### config.mk
export PLATFORM = sky130hd
export DESIGN_NAME = rx_fifo_stat
export DESIGN_NICKNAME = d
export VERILOG_FILES = /design/src/rtl/rxf_pkg.sv /design/src/rtl/rxf_store.sv /design/src/rtl/rxf_errtrack.sv /design/src/rtl/rxf_status.sv /design/src/rtl/rx_fifo_stat.sv
export SDC_FILE = /design/constraint.sdc
export NUM_CORES = 1
export LEC_CHECK = 0
export ABC_CLOCK_PERIOD_IN_PS = 5050
export CAP_MARGIN = 20
export CORE_MARGIN = 3
export CORE_UTILIZATION = 30
export DETAILED_ROUTE_END_ITERATION = 16
export GPL_TIMING_DRIVEN = 0
export MAX_ROUTING_LAYER = met4
export PLACE_DENSITY_LB_ADDON = 0.08
export SYNTH_ARGS = -nofsm -noshare
export SYNTH_HDL_FRONTEND = slang
export SYNTH_SLANG_ARGS = --single-unit
### constraint.sdc
create_clock -name clk -period 5.05 [get_ports clk]
set_clock_uncertainty 0.15 [all_clocks]
set_input_delay 0.505 -clock clk [delete_from_list [all_inputs] [get_ports clk]]
set_output_delay 0.505 -clock clk [all_outputs]
set_load 0.1 [all_outputs]
### src/rtl/rxf_pkg.sv
package rxf_pkg;
  localparam int CHAR_W = 8;
  localparam int FLAG_W = 3;

  typedef struct packed {
    logic              brk;
    logic              frm;
    logic              par;
    logic [CHAR_W-1:0] data;
  } rxf_entry_t;

  localparam logic [3:0] SRC_NONE = 4'b0001;
  localparam logic [3:0] SRC_RDA  = 4'b0100;
endpackage

### src/rtl/rxf_store.sv
module rxf_store
  import rxf_pkg::*;
#(
  parameter int DEPTH = 16,
  localparam int PW = $clog2(DEPTH),
  localparam int CW = $clog2(DEPTH + 1)
) (
  input  logic          clk,
  input  logic          rst_n,
  input  logic          clr,
  input  logic          fifo_en,
  input  logic          push_req,
  input  rxf_entry_t    wr_entry,
  input  logic          pop_req,
  output rxf_entry_t    head,
  output logic [CW-1:0] count,
  output logic          full,
  output logic          accept,
  output logic          pop
);
  logic [PW-1:0] wptr, rptr;
  logic [CW-1:0] cnt;
  rxf_entry_t    mem [DEPTH];

  assign full   = fifo_en ? (cnt == CW'(DEPTH)) : (cnt != '0);
  assign pop    = pop_req && (cnt != '0);
  assign accept = push_req && (!full || pop);
  assign count  = cnt;
  assign head   = (cnt == '0) ? '0 : mem[rptr];

  always_ff @(posedge clk) begin
    if (accept && !clr) mem[wptr] <= wr_entry;
  end

  always_ff @(posedge clk) begin
    if (!rst_n || clr) begin
      wptr <= '0;
      rptr <= '0;
      cnt  <= '0;
    end else begin
      if (accept) wptr <= wptr + 1'b1;
      if (pop)    rptr <= rptr + 1'b1;
      case ({accept, pop})
        2'b10:   cnt <= cnt + 1'b1;
        2'b01:   cnt <= cnt - 1'b1;
        default: cnt <= cnt;
      endcase
    end
  end

  p_no_overflow_r3: assert property (@(posedge clk) disable iff (!rst_n)
    cnt <= CW'(DEPTH));
  p_clr_empties_r11: assert property (@(posedge clk) disable iff (!rst_n)
    clr |=> (cnt == '0));
  p_pop_order_r2: assert property (@(posedge clk) disable iff (!rst_n)
    (pop && !accept && !clr) |=> (cnt == $past(cnt) - 1'b1));
  p_single_hold_r12: assert property (@(posedge clk) disable iff (!rst_n)
    (!fifo_en && cnt != '0 && push_req && !pop_req && !clr) |=> $stable(cnt));
endmodule

### src/rtl/rxf_errtrack.sv
module rxf_errtrack
  import rxf_pkg::*;
#(
  parameter int DEPTH = 16,
  localparam int CW = $clog2(DEPTH + 1)
) (
  input  logic              clk,
  input  logic              rst_n,
  input  logic              clr,
  input  logic              accept,
  input  logic [FLAG_W-1:0] in_flags,
  input  logic              pop,
  input  logic [FLAG_W-1:0] head_flags,
  input  logic              lsr_rd,
  output logic              fifo_err
);
  logic [CW-1:0] errcnt;
  logic inc, dec;

  assign inc = accept && (|in_flags);
  assign dec = pop && (|head_flags);

  always_ff @(posedge clk) begin
    if (!rst_n || clr) begin
      errcnt   <= '0;
      fifo_err <= 1'b0;
    end else begin
      case ({inc, dec})
        2'b10:   errcnt <= errcnt + 1'b1;
        2'b01:   errcnt <= errcnt - 1'b1;
        default: errcnt <= errcnt;
      endcase
      if (inc)                          fifo_err <= 1'b1;
      else if (lsr_rd && errcnt == '0)  fifo_err <= 1'b0;
    end
  end

  p_err_summary_r9: assert property (@(posedge clk) disable iff (!rst_n)
    (errcnt != '0) |-> fifo_err);
  p_err_bounded_r9: assert property (@(posedge clk) disable iff (!rst_n)
    errcnt <= CW'(DEPTH));
endmodule

### src/rtl/rxf_status.sv
module rxf_status
  import rxf_pkg::*;
#(
  parameter int DEPTH = 16,
  localparam int CW = $clog2(DEPTH + 1)
) (
  input  logic          clk,
  input  logic          rst_n,
  input  logic          clr,
  input  logic [CW-1:0] count,
  input  logic          fifo_en,
  input  logic [1:0]    trig_sel,
  input  logic          rda_ie,
  input  logic          ovr_evt,
  input  logic          lsr_rd,
  input  rxf_entry_t    head,
  input  logic          fifo_err,
  input  logic          tx_fifo_empty,
  input  logic          tx_shift_empty,
  output logic          rx_irq,
  output logic [3:0]    isr_code,
  output logic [7:0]    lsr
);
  localparam logic [CW-1:0] LVL0 = CW'(1);
  localparam logic [CW-1:0] LVL1 = CW'(DEPTH / 4);
  localparam logic [CW-1:0] LVL2 = CW'(DEPTH / 2);
  localparam logic [CW-1:0] LVL3 = CW'(DEPTH - 2);

  logic [CW-1:0] thresh;
  logic          ovr;
  logic          level_hit;

  always_comb begin
    if (!fifo_en) thresh = LVL0;
    else begin
      case (trig_sel)
        2'd0:    thresh = LVL0;
        2'd1:    thresh = LVL1;
        2'd2:    thresh = LVL2;
        default: thresh = LVL3;
      endcase
    end
  end

  always_ff @(posedge clk) begin
    if (!rst_n || clr) ovr <= 1'b0;
    else if (ovr_evt)  ovr <= 1'b1;
    else if (lsr_rd)   ovr <= 1'b0;
  end

  assign level_hit = (count >= thresh);
  assign rx_irq    = rda_ie && level_hit;
  assign isr_code  = rx_irq ? SRC_RDA : SRC_NONE;

  assign lsr = {fifo_err,
                tx_fifo_empty & tx_shift_empty,
                tx_fifo_empty,
                head.brk, head.frm, head.par,
                ovr,
                count != '0};

  p_ovr_flag_r3: assert property (@(posedge clk) disable iff (!rst_n)
    (ovr_evt && !clr) |=> lsr[1]);
  p_irq_needs_data_r4: assert property (@(posedge clk) disable iff (!rst_n)
    rx_irq |-> (count != '0));
  p_clr_status_r11: assert property (@(posedge clk) disable iff (!rst_n)
    clr |=> (!lsr[1] && !lsr[7]));
endmodule

### src/rtl/rx_fifo_stat.sv
module rx_fifo_stat
  import rxf_pkg::*;
#(
  parameter int DEPTH = 16
) (
  input  logic        clk,
  input  logic        rst_n,
  input  logic        wr_valid,
  input  logic [7:0]  wr_data,
  input  logic [2:0]  wr_err,
  input  logic        rd_ready,
  output logic        rd_valid,
  output logic [7:0]  rd_data,
  input  logic        fifo_en,
  input  logic        fifo_clr,
  input  logic [1:0]  trig_sel,
  input  logic        rda_ie,
  input  logic        lsr_rd,
  input  logic        tx_fifo_empty,
  input  logic        tx_shift_empty,
  output logic        rx_irq,
  output logic [3:0]  isr_code,
  output logic [7:0]  lsr
);
  localparam int CW = $clog2(DEPTH + 1);

  rxf_entry_t    wr_entry, head;
  logic [CW-1:0] count;
  logic          full, accept, pop, fifo_err, ovr_evt;

  assign wr_entry = '{brk: wr_err[2], frm: wr_err[1], par: wr_err[0], data: wr_data};
  assign ovr_evt  = wr_valid && full && !pop;
  assign rd_valid = (count != '0);
  assign rd_data  = head.data;

  rxf_store #(.DEPTH(DEPTH)) u_store (
    .clk(clk), .rst_n(rst_n), .clr(fifo_clr), .fifo_en(fifo_en),
    .push_req(wr_valid), .wr_entry(wr_entry), .pop_req(rd_ready),
    .head(head), .count(count), .full(full), .accept(accept), .pop(pop)
  );

  rxf_errtrack #(.DEPTH(DEPTH)) u_err (
    .clk(clk), .rst_n(rst_n), .clr(fifo_clr), .accept(accept),
    .in_flags(wr_err), .pop(pop),
    .head_flags({head.brk, head.frm, head.par}),
    .lsr_rd(lsr_rd), .fifo_err(fifo_err)
  );

  rxf_status #(.DEPTH(DEPTH)) u_status (
    .clk(clk), .rst_n(rst_n), .clr(fifo_clr), .count(count),
    .fifo_en(fifo_en), .trig_sel(trig_sel), .rda_ie(rda_ie),
    .ovr_evt(ovr_evt), .lsr_rd(lsr_rd), .head(head), .fifo_err(fifo_err),
    .tx_fifo_empty(tx_fifo_empty), .tx_shift_empty(tx_shift_empty),
    .rx_irq(rx_irq), .isr_code(isr_code), .lsr(lsr)
  );

  p_valid_tracks_ready_r6: assert property (@(posedge clk) disable iff (!rst_n)
    (rd_valid && !rd_ready && !fifo_clr) |=> rd_valid);
endmodule

==> summary.txt, run 1 <==
Worst setup path
  • Critical Path Fanout Max: 10
  • Critical path launch point type: flop
  • Worst setup EP type: primary output
  • Critical path start-end classification: reg2out
  • Data arrival time of the critical path: 3880 ps
  • WP data required: between 4000 and 5000 ps

Floorplanning
  • Die W: 172 um
  • Row cnt: 60
  • Die area: roughly 0.030 mm2
  • Starting utilization of the core area: 0.307
  • Vert. Die Dim: 172 um
  • Core box area: ~0.027 mm2
  • Count of pins on the block boundary: 45

Synth
  • Top post-synthesis cells by area: sky130_fd_sc_hd__edfxtp_1 64%, sky130_fd_sc_hd__mux4_2 10%, sky130_fd_sc_hd__dfxtp_1 5.8%
  • Count of distinct cell types in the synthesized netlist: between 40 and 50
  • Netlist area before placement: around 0.0083 mm2
  • Prevailing post-synth register cell: sky130_fd_sc_hd__edfxtp_1
  • Cells after Synth: roughly 450
  • Number of warnings reported in the yosys synthesis log: 0
  • Sequential cell area fraction in the yosys report: 0.694
  • Cell type contributing the most total cell area after synthesis: sky130_fd_sc_hd__edfxtp_1
  • Average instance area after synthesis: approximately 19 um2
  • Async set-or-reset flop fraction in the synthesized netlist: 0
  • Register bit total from synthesis: 200
  • Count of flip-flops with a built-in enable after synthesis: roughly 180
  • Top-area cell type share of the netlist area: 0.636

Finish
  • Leading cell type in the layout, fill and taps excluded: sky130_fd_sc_hd__edfxtp_1
  • Antenna Diode Count: 0
  • Fraction of layout cells with a size suffix above 1: 0.198
  • Finished Core Util: 0.364
  • Nets@finish: between 500 and 600
  • Leading cell types in the layout, fill and taps excluded: 176 x sky130_fd_sc_hd__edfxtp_1, 41 x sky130_fd_sc_hd__clkdlybuf4s50_1, 37 x sky130_fd_sc_hd__mux4_2
  • Area growth from synthesis to layout: 18.6%
  • Fin area: about 0.0099 mm2

Timing
  • Smallest hold slack: 329 ps
  • Max-slew headroom: 0.333
  • Final Hold Violating Endpoints: 0
  • Final Critical Period: between 4000 and 5000 ps
  • Setup repair after global routing missed its margin: no
  • Final-report max-slew violation count: 0
  • Worst slew pin tran: 999 ps
  • Highest attainable clock frequency: 0.220 GHz
  • Sum Neg Setup Slack: 0 ps
  • Number of failing setup endpoints in the final timing report: 0
  • Crit share post-route: 0.898

GRT
  • Number of antenna violations at the first check in global routing: 0
  • Largest net degree at the start of global routing: 19
  • Global-route usage over all layers: 0.141
  • Overflow left after global routing: 0
  • Number of global-route vias before repair: 4517
  • Wire length of the first global-routing pass: between 20 and 30 mm

CTS
  • Clock sink total: 200
  • Root buffer cell: sky130_fd_sc_hd__clkbuf_16
  • Total setup buffers inserted after CTS: 0
  • CTS clk-pin slew, worst paths: roughly 70 ps
  • Number of gates given a new drive strength after cts: 0
  • CTS H-Tree Depth: 4
  • Count of hold-fix buffers inserted at cts: 0
  • Number of buffers inserted during clock tree synthesis: 17
  • CTS tree: done
  • Clock latency on the worst-skew pair: between 400 and 500 ps
  • Maximum clock path buffer count: 2

Detailed routing
  • Antenna Nets Post-Route: 0
  • Vias post-DR: 4180
  • Wire length per cell: ~21 um
  • Initial DRC count: 235
  • DR DRC count: 0
  • Total wire length: 19.1 mm
  • Mean number of vias per cell: about 4.7
  • TritonRoute pass-1 iters: 6

Placed design
  • Placed wire-length estimate: 12.3 mm
  • Count of port buffers added during placement: between 40 and 50
  • Global placement routability congestion: between 0.7 and 0.8
  • Area after DPL: around 0.0093 mm2

Worst hold path
  • Hold/Removal Path Class: reg2reg

Power
  • Pwr/cell area: 360 mW/mm2
  • Total power: around 3.5 mW
  • Maximum resistive drop on vdd: between 0.2 and 0.25 mV
  • Leak: 3.13 nW

Run
  • # Max-Cap Violations: 0

Outcome
  • Outcome: complete, no violations
routing by layer:
metal / GRT usage / wire length, um
met5: - / 0
met3: 0.0242 / 560
met1: 0.185 / 8770
met2: 0.225 / 9390
met4: 0.0458 / 340
area by class of cell:
cell class                      count  area (um2)
Tap cell                          372         465
Multi-Input combinational cell    214        2360
Clock buffer                       17         425
Fill cell                        2578       17200
Inverter                            8        30.0
Buffer                             26         185
Clock inverter                     14         166
Sequential cell                   200        5770
Timing Repair Buffer               45         455
flip-flops by register name, indices dropped and copies added (netlist names), named ones only:
| signal | cells |
|---|---|
| u_status.ovr | 1 |
| u_store.rptr | 4 |
| u_store.wptr | 4 |
| u_err.fifo_err | 1 |
| u_err.errcnt | 5 |
| u_store.mem | 176 |
| u_store.count | 5 |
critical path, stage by stage (launching register included):
cell,delay [ps]
sky130_fd_sc_hd__dfxtp_1,310
sky130_fd_sc_hd__clkbuf_1,320
sky130_fd_sc_hd__clkbuf_1,680
sky130_fd_sc_hd__mux4_2,430
sky130_fd_sc_hd__mux4_2,550
sky130_fd_sc_hd__and2_1,200
sky130_fd_sc_hd__clkdlybuf4s50_1,970
per-stage QoR:
stage	std cells	setup WS, ps
after floorplan	448	790
after CTS	896	388
after global placement	861	580
after global routing	896	341
final	896	515
after detailed placement	865	495
where the power goes:
| group | total [mW] | switching [mW] | leakage, nW | internal, mW |
|---|---|---|---|---|
| Sequential | 1.82 | 0.00828 | 1.78 | 1.81 |
| Combinational | 0.364 | 0.247 | 1.07 | 0.117 |
| Clock | 1.37 | 0.624 | 0.284 | 0.741 |
Yosys cell counts (2+ instances only):
master and n:
sky130_fd_sc_hd__xor2_1 6, sky130_fd_sc_hd__a22oi_1 2, sky130_fd_sc_hd__buf_12 2, sky130_fd_sc_hd__mux4_1 16
sky130_fd_sc_hd__buf_1 2, sky130_fd_sc_hd__or3_1 3, sky130_fd_sc_hd__inv_1 8, sky130_fd_sc_hd__fa_1 2
sky130_fd_sc_hd__ha_1 16, sky130_fd_sc_hd__clkbuf_1 10, sky130_fd_sc_hd__dfxtp_1 24, sky130_fd_sc_hd__a21o_1 3
sky130_fd_sc_hd__mux2i_1 4, sky130_fd_sc_hd__nand2b_1 3, sky130_fd_sc_hd__mux4_2 37, sky130_fd_sc_hd__buf_2 2
sky130_fd_sc_hd__buf_4 7, sky130_fd_sc_hd__nor2_1 37, sky130_fd_sc_hd__and2_1 11, sky130_fd_sc_hd__a21oi_1 13
sky130_fd_sc_hd__o21ai_0 3, sky130_fd_sc_hd__o21a_1 2, sky130_fd_sc_hd__buf_6 2, sky130_fd_sc_hd__edfxtp_1 176
sky130_fd_sc_hd__o31ai_1 3, sky130_fd_sc_hd__a211oi_1 2, sky130_fd_sc_hd__nand3_1 9, sky130_fd_sc_hd__xnor2_1 6
sky130_fd_sc_hd__and3_1 3, sky130_fd_sc_hd__nor2b_1 5, sky130_fd_sc_hd__nand2_1 11
logic make-up (layout without fill, tap and decap cells):
family / after synthesis / count (layout) / share of synthesized area
AOI/OAI and AO/OA: 36 / 36 / 0.0300
adders and majority gates: 18 / 18 / 0.0289
and+or+nand+nor: 89 / 89 / 0.0527
xor gates and xnor gates: 12 / 12 / 0.0126
DFF: 200 / 200 / 0.694
other: 1 / 2 / 0.000451
muxes: 57 / 57 / 0.156
buffers and inverters: 34 / 110 / 0.0259
path summary, 6_finish.rpt:
| kind | endpoint | start | depth (start not counted) | slack (ps) |
|---|---|---|---|---|
| worst max-delay path | lsr[2] | flop | 6 | 510 |
| worst min-delay path | u_status.ovr | u_status.ovr | 2 | 330 |
| worst max register to register | u_err.errcnt[4] | flop | 12 | 580 |
| worst min register to register | u_status.ovr | u_status.ovr | 2 | 330 |
Power figures use the tool's default switching activity.
==> inputs of run 2 (changes only) <==
- SYNTH_HIERARCHICAL: unset -> 1
==> run 2 against run 1 <==
  * Global-route usage decreased by 0.87 points
  * Synthesized cell count increased by 8.5%
  * Utilization increased by 0.38 points
  * Clock power decreased by 5%
  * Largest power group unchanged
  * Wire length decreased by 2.1%
  * Combinational power increased by 4%
  * Design area increased by 1.3%
  * Worst hold slack improved by 7.8 ps
==> summary.txt, run 2 <==
Outcome
  • Outcome: complete, no violations

Synth
  • Cell type contributing the most total cell area after synthesis: sky130_fd_sc_hd__edfxtp_1
  • Sequential cell area fraction in the yosys report: 0.688
  • Async set-or-reset flop fraction in the synthesized netlist: 0
  • Top post-synthesis cells by area: sky130_fd_sc_hd__edfxtp_1 63%, sky130_fd_sc_hd__mux4_2 12%, sky130_fd_sc_hd__dfxtp_1 5.7%
  • Number of warnings reported in the yosys synthesis log: 6
  • Netlist area before placement: ~0.0084 mm2
  • Average instance area after synthesis: ~17 um2
  • Most common cell in the netlist: sky130_fd_sc_hd__edfxtp_1
  • Count of distinct cell types in the synthesized netlist: 50
  • Leading cell types by count after synthesis: 176 x sky130_fd_sc_hd__edfxtp_1, 44 x sky130_fd_sc_hd__mux4_2, 40 x sky130_fd_sc_hd__nor2_1, 27 x sky130_fd_sc_hd__mux2i_1, 24 x sky130_fd_sc_hd__dfxtp_1
  • Count of flip-flops with a built-in enable after synthesis: 176
  • Prevailing post-synth register cell: sky130_fd_sc_hd__edfxtp_1
  • Cells after Synth: approximately 490
  • Register bit total from synthesis: 200
  • Top-area cell type share of the netlist area: 0.631

Finish
  • Antenna Diode Count: 0
  • Leading cell type in the layout, fill and taps excluded: sky130_fd_sc_hd__edfxtp_1
  • Fraction of layout cells with a size suffix above 1: 0.213
  • Finished Core Util: 0.367
  • Nets@finish: around 600
  • Area growth from synthesis to layout: 19.2%
  • Number of flip-flops in the largest register: ~180
  • Leading cell types in the layout, fill and taps excluded: 176 x sky130_fd_sc_hd__edfxtp_1, 44 x sky130_fd_sc_hd__mux4_2, 42 x sky130_fd_sc_hd__clkdlybuf4s50_1
  • Register bank with the most flops: u_store/mem

CTS
  • Maximum clock path buffer count: 2
  • Clock latency on the worst-skew pair: between 400 and 500 ps
  • Root buffer cell: sky130_fd_sc_hd__clkbuf_16
  • CTS clk-pin slew, worst paths: roughly 70 ps
  • Total setup buffers inserted after CTS: 0
  • CTS tree: done
  • Number of gates given a new drive strength after cts: 0
  • CTS H-Tree Depth: 4
  • Number of buffers inserted during clock tree synthesis: 17
  • Count of hold-fix buffers inserted at cts: 0
  • Clock sink total: 200

Power
  • Pwr/cell area: 350 mW/mm2
  • Sequential cell fraction of total power: 0.520
  • Leak: 3.18 nW
  • Combinational group share of total power: 0.109
  • Internal power: 2.58 mW
  • Clk pwr share: 0.371
  • Sw Ratio: 0.262
  • Net switching power: around 920 uW
  • Maximum resistive drop on vdd: about 0.18 mV

Run
  • # Max-Cap Violations: 0

Detailed routing
  • Mean number of vias per cell: between 4 and 5
  • DR DRC count: 0
  • Antenna Nets Post-Route: 0
  • Wire length per cell: 19.7 um
  • Vias post-DR: about 4400
  • Total wire length: 18.7 mm
  • Initial DRC count: about 250
  • TritonRoute pass-1 iters: 4

Timing
  • Crit share post-route: 0.928
  • Max-slew headroom: 0.345
  • Final-report max-slew violation count: 0
  • Setup repair after global routing missed its margin: no
  • Number of failing setup endpoints in the final timing report: 0
  • Highest attainable clock frequency: between 0.2 and 0.25 GHz
  • Final Hold Violating Endpoints: 0
  • Sum Neg Setup Slack: 0 ps
  • Worst slew pin tran: 980 ps
  • Final Critical Period: ~4700 ps

Floorplanning
  • Count of pins on the block boundary: 45
  • Die area: 0.0300 mm2
  • Starting utilization of the core area: 0.308
  • Die W: 173 um
  • Row cnt: 60
  • Vert. Die Dim: 173 um
  • Core box area: 0.0272 mm2

Worst setup path
  • Data arrival time of the critical path: 4030 ps
  • Critical path launch point type: flop
  • Critical Path Fanout Max: 10
  • Worst setup EP type: primary output
  • WP data required: around 4400 ps
  • Critical path start-end classification: reg2out

GRT
  • Global-route usage over all layers: 0.133
  • Number of global-route vias before repair: 4781
  • Largest net degree at the start of global routing: 20
  • Number of antenna violations at the first check in global routing: 0
  • Wire length of the first global-routing pass: roughly 29 mm
  • Overflow left after global routing: 0

Placed design
  • Count of port buffers added during placement: 42
  • Global placement routability congestion: 0.750
  • Placed wire-length estimate: roughly 13 mm

Worst hold path
  • Hold/Removal Path Class: reg2reg
-- run 2: cell count changes in the layout (fill, tap and decap cells not counted), sizes merged, moves of 5 or more --
cell	previous run	this run
buf	20	41
and2	11	2
mux4	53	44
o22ai	1	11
nand2	11	16
mux2i	4	28
-- run 2: through the flow --
step                      instance area (um2)  hold WS [ps]  power [mW]  instances  setup WS, ps
final                                    9990           337        3.49        945           361
after floorplan                          8380           299        2.12        486           285
after global routing                     9990           379        3.63        945          34.2
after detailed placement                 9430           334        2.24        916           440
after CTS                                9990           350        3.54        945           211
after global placement                   9270           325        2.23        900           486
-- run 2: cell families (layout without fill, tap and decap cells) --
group	Yosys count	after routing	share of synthesized area
buffers and inverters	44	131	0.0273
multiplexers	72	72	0.153
other	1	2	0.000448
AO/OA/AOI/OAI	43	43	0.0348
XOR/XNOR	13	13	0.0136
AND/OR/NAND/NOR	95	95	0.0560
adder cells (fa/ha/maj)	17	17	0.0263
flip-flops	200	200	0.688
-- run 2: worst max-delay path: stages, from the launching register on --
cell and delay [ps]:
sky130_fd_sc_hd__dfxtp_1 310, sky130_fd_sc_hd__buf_2 230, sky130_fd_sc_hd__buf_2 420, sky130_fd_sc_hd__buf_1 760, sky130_fd_sc_hd__mux2i_1 180, sky130_fd_sc_hd__o22ai_1 390
sky130_fd_sc_hd__buf_4 180, sky130_fd_sc_hd__clkdlybuf4s50_1 1120
-- run 2: path summary, 6_finish.rpt --
kind	slack, ps	endpoint	startpoint	cells after the start
max reg2reg	830	u_err/errcnt[2]	flop	14
min reg2reg	340	u_err/fifo_err	u_err/fifo_err	2
min	340	u_err/fifo_err	u_err/fifo_err	2
max	360	lsr[2]	flop	7
-- run 2: power groups by stage --
| stage | clock (mW) | sequential [mW] | combinational, mW |
|---|---|---|---|
| 2_1_floorplan | 0 | 1.85 | 0.270 |
| 3_3_place_gp | 0 | 1.85 | 0.377 |
| 3_5_place_dp | 0 | 1.85 | 0.385 |
| 4_1_cts | 1.33 | 1.82 | 0.386 |
| 5_1_grt | 1.41 | 1.82 | 0.406 |
| 6_report | 1.30 | 1.82 | 0.380 |
-- run 2: routing by layer --
metal	routed length (um)	track usage	vias to the layer above
li1	-	-	2051
met1	8050	0.160	2264
met2	9620	0.226	89
met3	819	0.0321	10
met4	170	0.0314	0
met5	0	-	-
-- run 2: layout make-up --
cell class                 instances  area [um2]
buffer                            32         181
clock buffer                      17         425
clock inverter                    13         138
fill                            2617       17200
inverter                          11        43.8
multi-input combinational        242        2390
sequential                       200        5770
tap                              372         465
timing repair buffer              58         582
==> inputs of run 3 (changes only) <==
- CTS_CLUSTER_DIAMETER: unset -> 150
- SLEW_MARGIN: unset -> 30
==> run 3 against run 2 <==
  * Worst hold slack better by 8.0 ps
  * Via count down 1.7%
  * Utilization shrank 0.29 points
  * Design area fell by 0.80%
  * Sequential share of layout area grew 0.47 points
  * Final cell count decreased by 1.5%
  * Critical path type unchanged
==> summary.txt, run 3 (synthesis results as in run 2) <==
Placed design
  • Global placement routability congestion: approximately 0.75
  • Placed wire-length estimate: 12.1 mm
  • Count of port buffers added during placement: 42
  • Placed cell count: 900

Detailed routing
  • Met2 wire len: slightly above 9 mm
  • TritonRoute pass-1 iters: 6
  • Sum of met3 wire segment lengths after detailed routing: around 520 um
  • Wire length per cell: 19.8 um
  • Initial DRC count: about 190
  • DR DRC count: 0
  • Antenna Nets Post-Route: 0
  • Mean number of vias per cell: about 4.7
  • Highest routed layer: met4
  • Total wire length: 18.5 mm
  • Vias post-DR: 4340
  • Wl on met1: 8.46 mm

Worst setup path
  • Worst setup EP type: primary output
  • Most frequent CP cell: sky130_fd_sc_hd__buf_2
  • Worst-case reg-to-reg path depth: 14
  • Cell with the largest stage delay on the worst path: sky130_fd_sc_hd__clkdlybuf4s50_1
  • Worst-path cell chain: buf_2 -> buf_2 -> buf_1 -> mux2i_1 -> o22ai_1 -> buf_4 -> clkdlybuf4s50_1
  • WP data required: about 4400 ps
  • Data arrival time of the critical path: ~4000 ps
  • Worst reg2reg path startpoint: u_store/count[0]
  • Crit path to: lsr[3]
  • Worst path max stage delay: approximately 1100 ps
  • Critical path launch point type: flop
  • Critical path start-end classification: reg2out
  • Reg-to-Reg End: u_err/errcnt[2]
  • Setup slack on the worst flop-to-flop path: 750 ps
  • Critical Path Fanout Max: 10

Timing
  • Max-slew headroom: 0.341
  • Setup repair after global routing missed its margin: no
  • Final Critical Period: between 4000 and 5000 ps
  • Highest attainable clock frequency: between 0.2 and 0.25 GHz
  • Smallest hold slack: between 300 and 400 ps
  • Number of failing setup endpoints in the final timing report: 0
  • Crit share post-route: 0.942
  • Worst slew pin tran: just under 1000 ps
  • Sum Neg Setup Slack: 0 ps
  • Final-report max-slew violation count: 0
  • Final Hold Violating Endpoints: 0

Power
  • Pwr/cell area: 362 mW/mm2
  • Internal power: 2.68 mW
  • Clk pwr share: 0.387
  • Maximum resistive drop on vdd: approximately 0.19 mV
  • Combinational group share of total power: 0.106
  • Sequential cell fraction of total power: 0.507
  • Leak: between 3 and 4 nW
  • Sw Ratio: 0.253
  • Net switching power: 906 uW

CTS
  • Count of hold-fix buffers inserted at cts: 0
  • Maximum clock path buffer count: 2
  • Number of buffers inserted during clock tree synthesis: 17
  • Root buffer cell: sky130_fd_sc_hd__clkbuf_16
  • Number of gates given a new drive strength after cts: 0
  • CTS H-Tree Depth: 4
  • CTS tree: done
  • CTS clk-pin slew, worst paths: around 70 ps
  • Clock sink total: 200
  • Total setup buffers inserted after CTS: 0
  • Clock latency on the worst-skew pair: 430 ps

Outcome
  • Outcome: complete, no violations

Finish
  • Antenna Diode Count: 0
  • Area growth from synthesis to layout: 18.3%
  • Register bank with the most flops: u_store/mem
  • Finished Core Util: 0.365
  • Nets@finish: between 500 and 600
  • Fraction of layout cells with a size suffix above 1: 0.220
  • Leading cell type in the layout, fill and taps excluded: sky130_fd_sc_hd__edfxtp_1
  • Number of standard cells in the final layout excluding fillers: ~930
  • Leading cell types in the layout, fill and taps excluded: 176 x sky130_fd_sc_hd__edfxtp_1, 44 x sky130_fd_sc_hd__mux4_2, 42 x sky130_fd_sc_hd__clkdlybuf4s50_1
  • Number of flip-flops in the largest register: roughly 180
  • Fillcell total: around 2600

GRT
  • Number of antenna violations at the first check in global routing: 0
  • Largest net degree at the start of global routing: 20
  • Global-route usage over all layers: 0.131
  • Wire length of the first global-routing pass: between 20 and 30 mm
  • Overflow left after global routing: 0
  • Number of global-route vias before repair: about 4600

Run
  • # Max-Cap Violations: 0

Floorplanning
  • Die area: about 0.03 mm2
  • Count of pins on the block boundary: 45
  • Row cnt: 60
  • Core box area: 0.0272 mm2
  • Die W: about 170 um
  • Vert. Die Dim: about 170 um
  • Starting utilization of the core area: 0.308

Worst hold path
  • Hold/Removal Path Class: reg2reg
-- run 3: cell count changes in the layout (fill, tap and decap cells not counted), sizes merged --
cell,before,now
clkinv,6,5
inv,17,19
bufinv,0,2
clkinvlp,1,0
buf,41,25
-- run 3: worst min-delay path by stage --
stage | start | to | slack, ps | depth (start not counted)
detailed placement | u_err/fifo_err | u_err/fifo_err | 330 | 2
floorplan | u_err/fifo_err | u_err/fifo_err | 300 | 2
CTS | u_err/fifo_err | u_err/fifo_err | 350 | 2
global placement | u_err/fifo_err | u_err/fifo_err | 320 | 2
finish | u_err/fifo_err | u_err/fifo_err | 340 | 2
global route | u_err/fifo_err | u_err/fifo_err | 380 | 2
-- run 3: power by group through the flow --
stage	Sequential [mW]	Combinational [mW]	Clock, mW
final	1.82	0.379	1.39
after global routing	1.82	0.405	1.49
after CTS	1.82	0.386	1.43
after detailed placement	1.85	0.384	0
after global placement	1.85	0.377	0
after floorplan	1.85	0.270	0
-- run 3: metrics by stage --
step	setup WS (ps)	power [mW]	cell area, um2
after floorplan	285	2.12	8380
after global placement	486	2.23	9270
after detailed placement	442	2.24	9310
after CTS	203	3.63	9910
after global routing	41.0	3.72	9910
final	295	3.58	9910
-- run 3: worst max-delay path: cells and delay by family (launching register included) --
family,cells,cell delay [ps]
flip-flops,1,320
buffers and inverters,5,2740
AO/OA/AOI/OAI,1,410
multiplexers,1,200
-- run 3: final cells by class --
| class | count | area (um2) | share of cell area |
|---|---|---|---|
| Buffer | 32 | 181 | 0.0183 |
| Clock buffer | 17 | 425 | 0.0429 |
| Sequential cell | 200 | 5770 | 0.582 |
| Multi-Input combinational cell | 242 | 2430 | 0.245 |
| Inverter | 11 | 43.8 | 0.00442 |
| Clock inverter | 15 | 179 | 0.0181 |
| Timing Repair Buffer | 42 | 420 | 0.0424 |
| Tap cell | 372 | 465 | 0.0470 |
-- run 3: metal layers --
layer  vias up  global-route usage
met5         -                   -
met4         0              0.0311
met3        11              0.0294
met2        59               0.216
met1      2248               0.165
li1       2022                   -
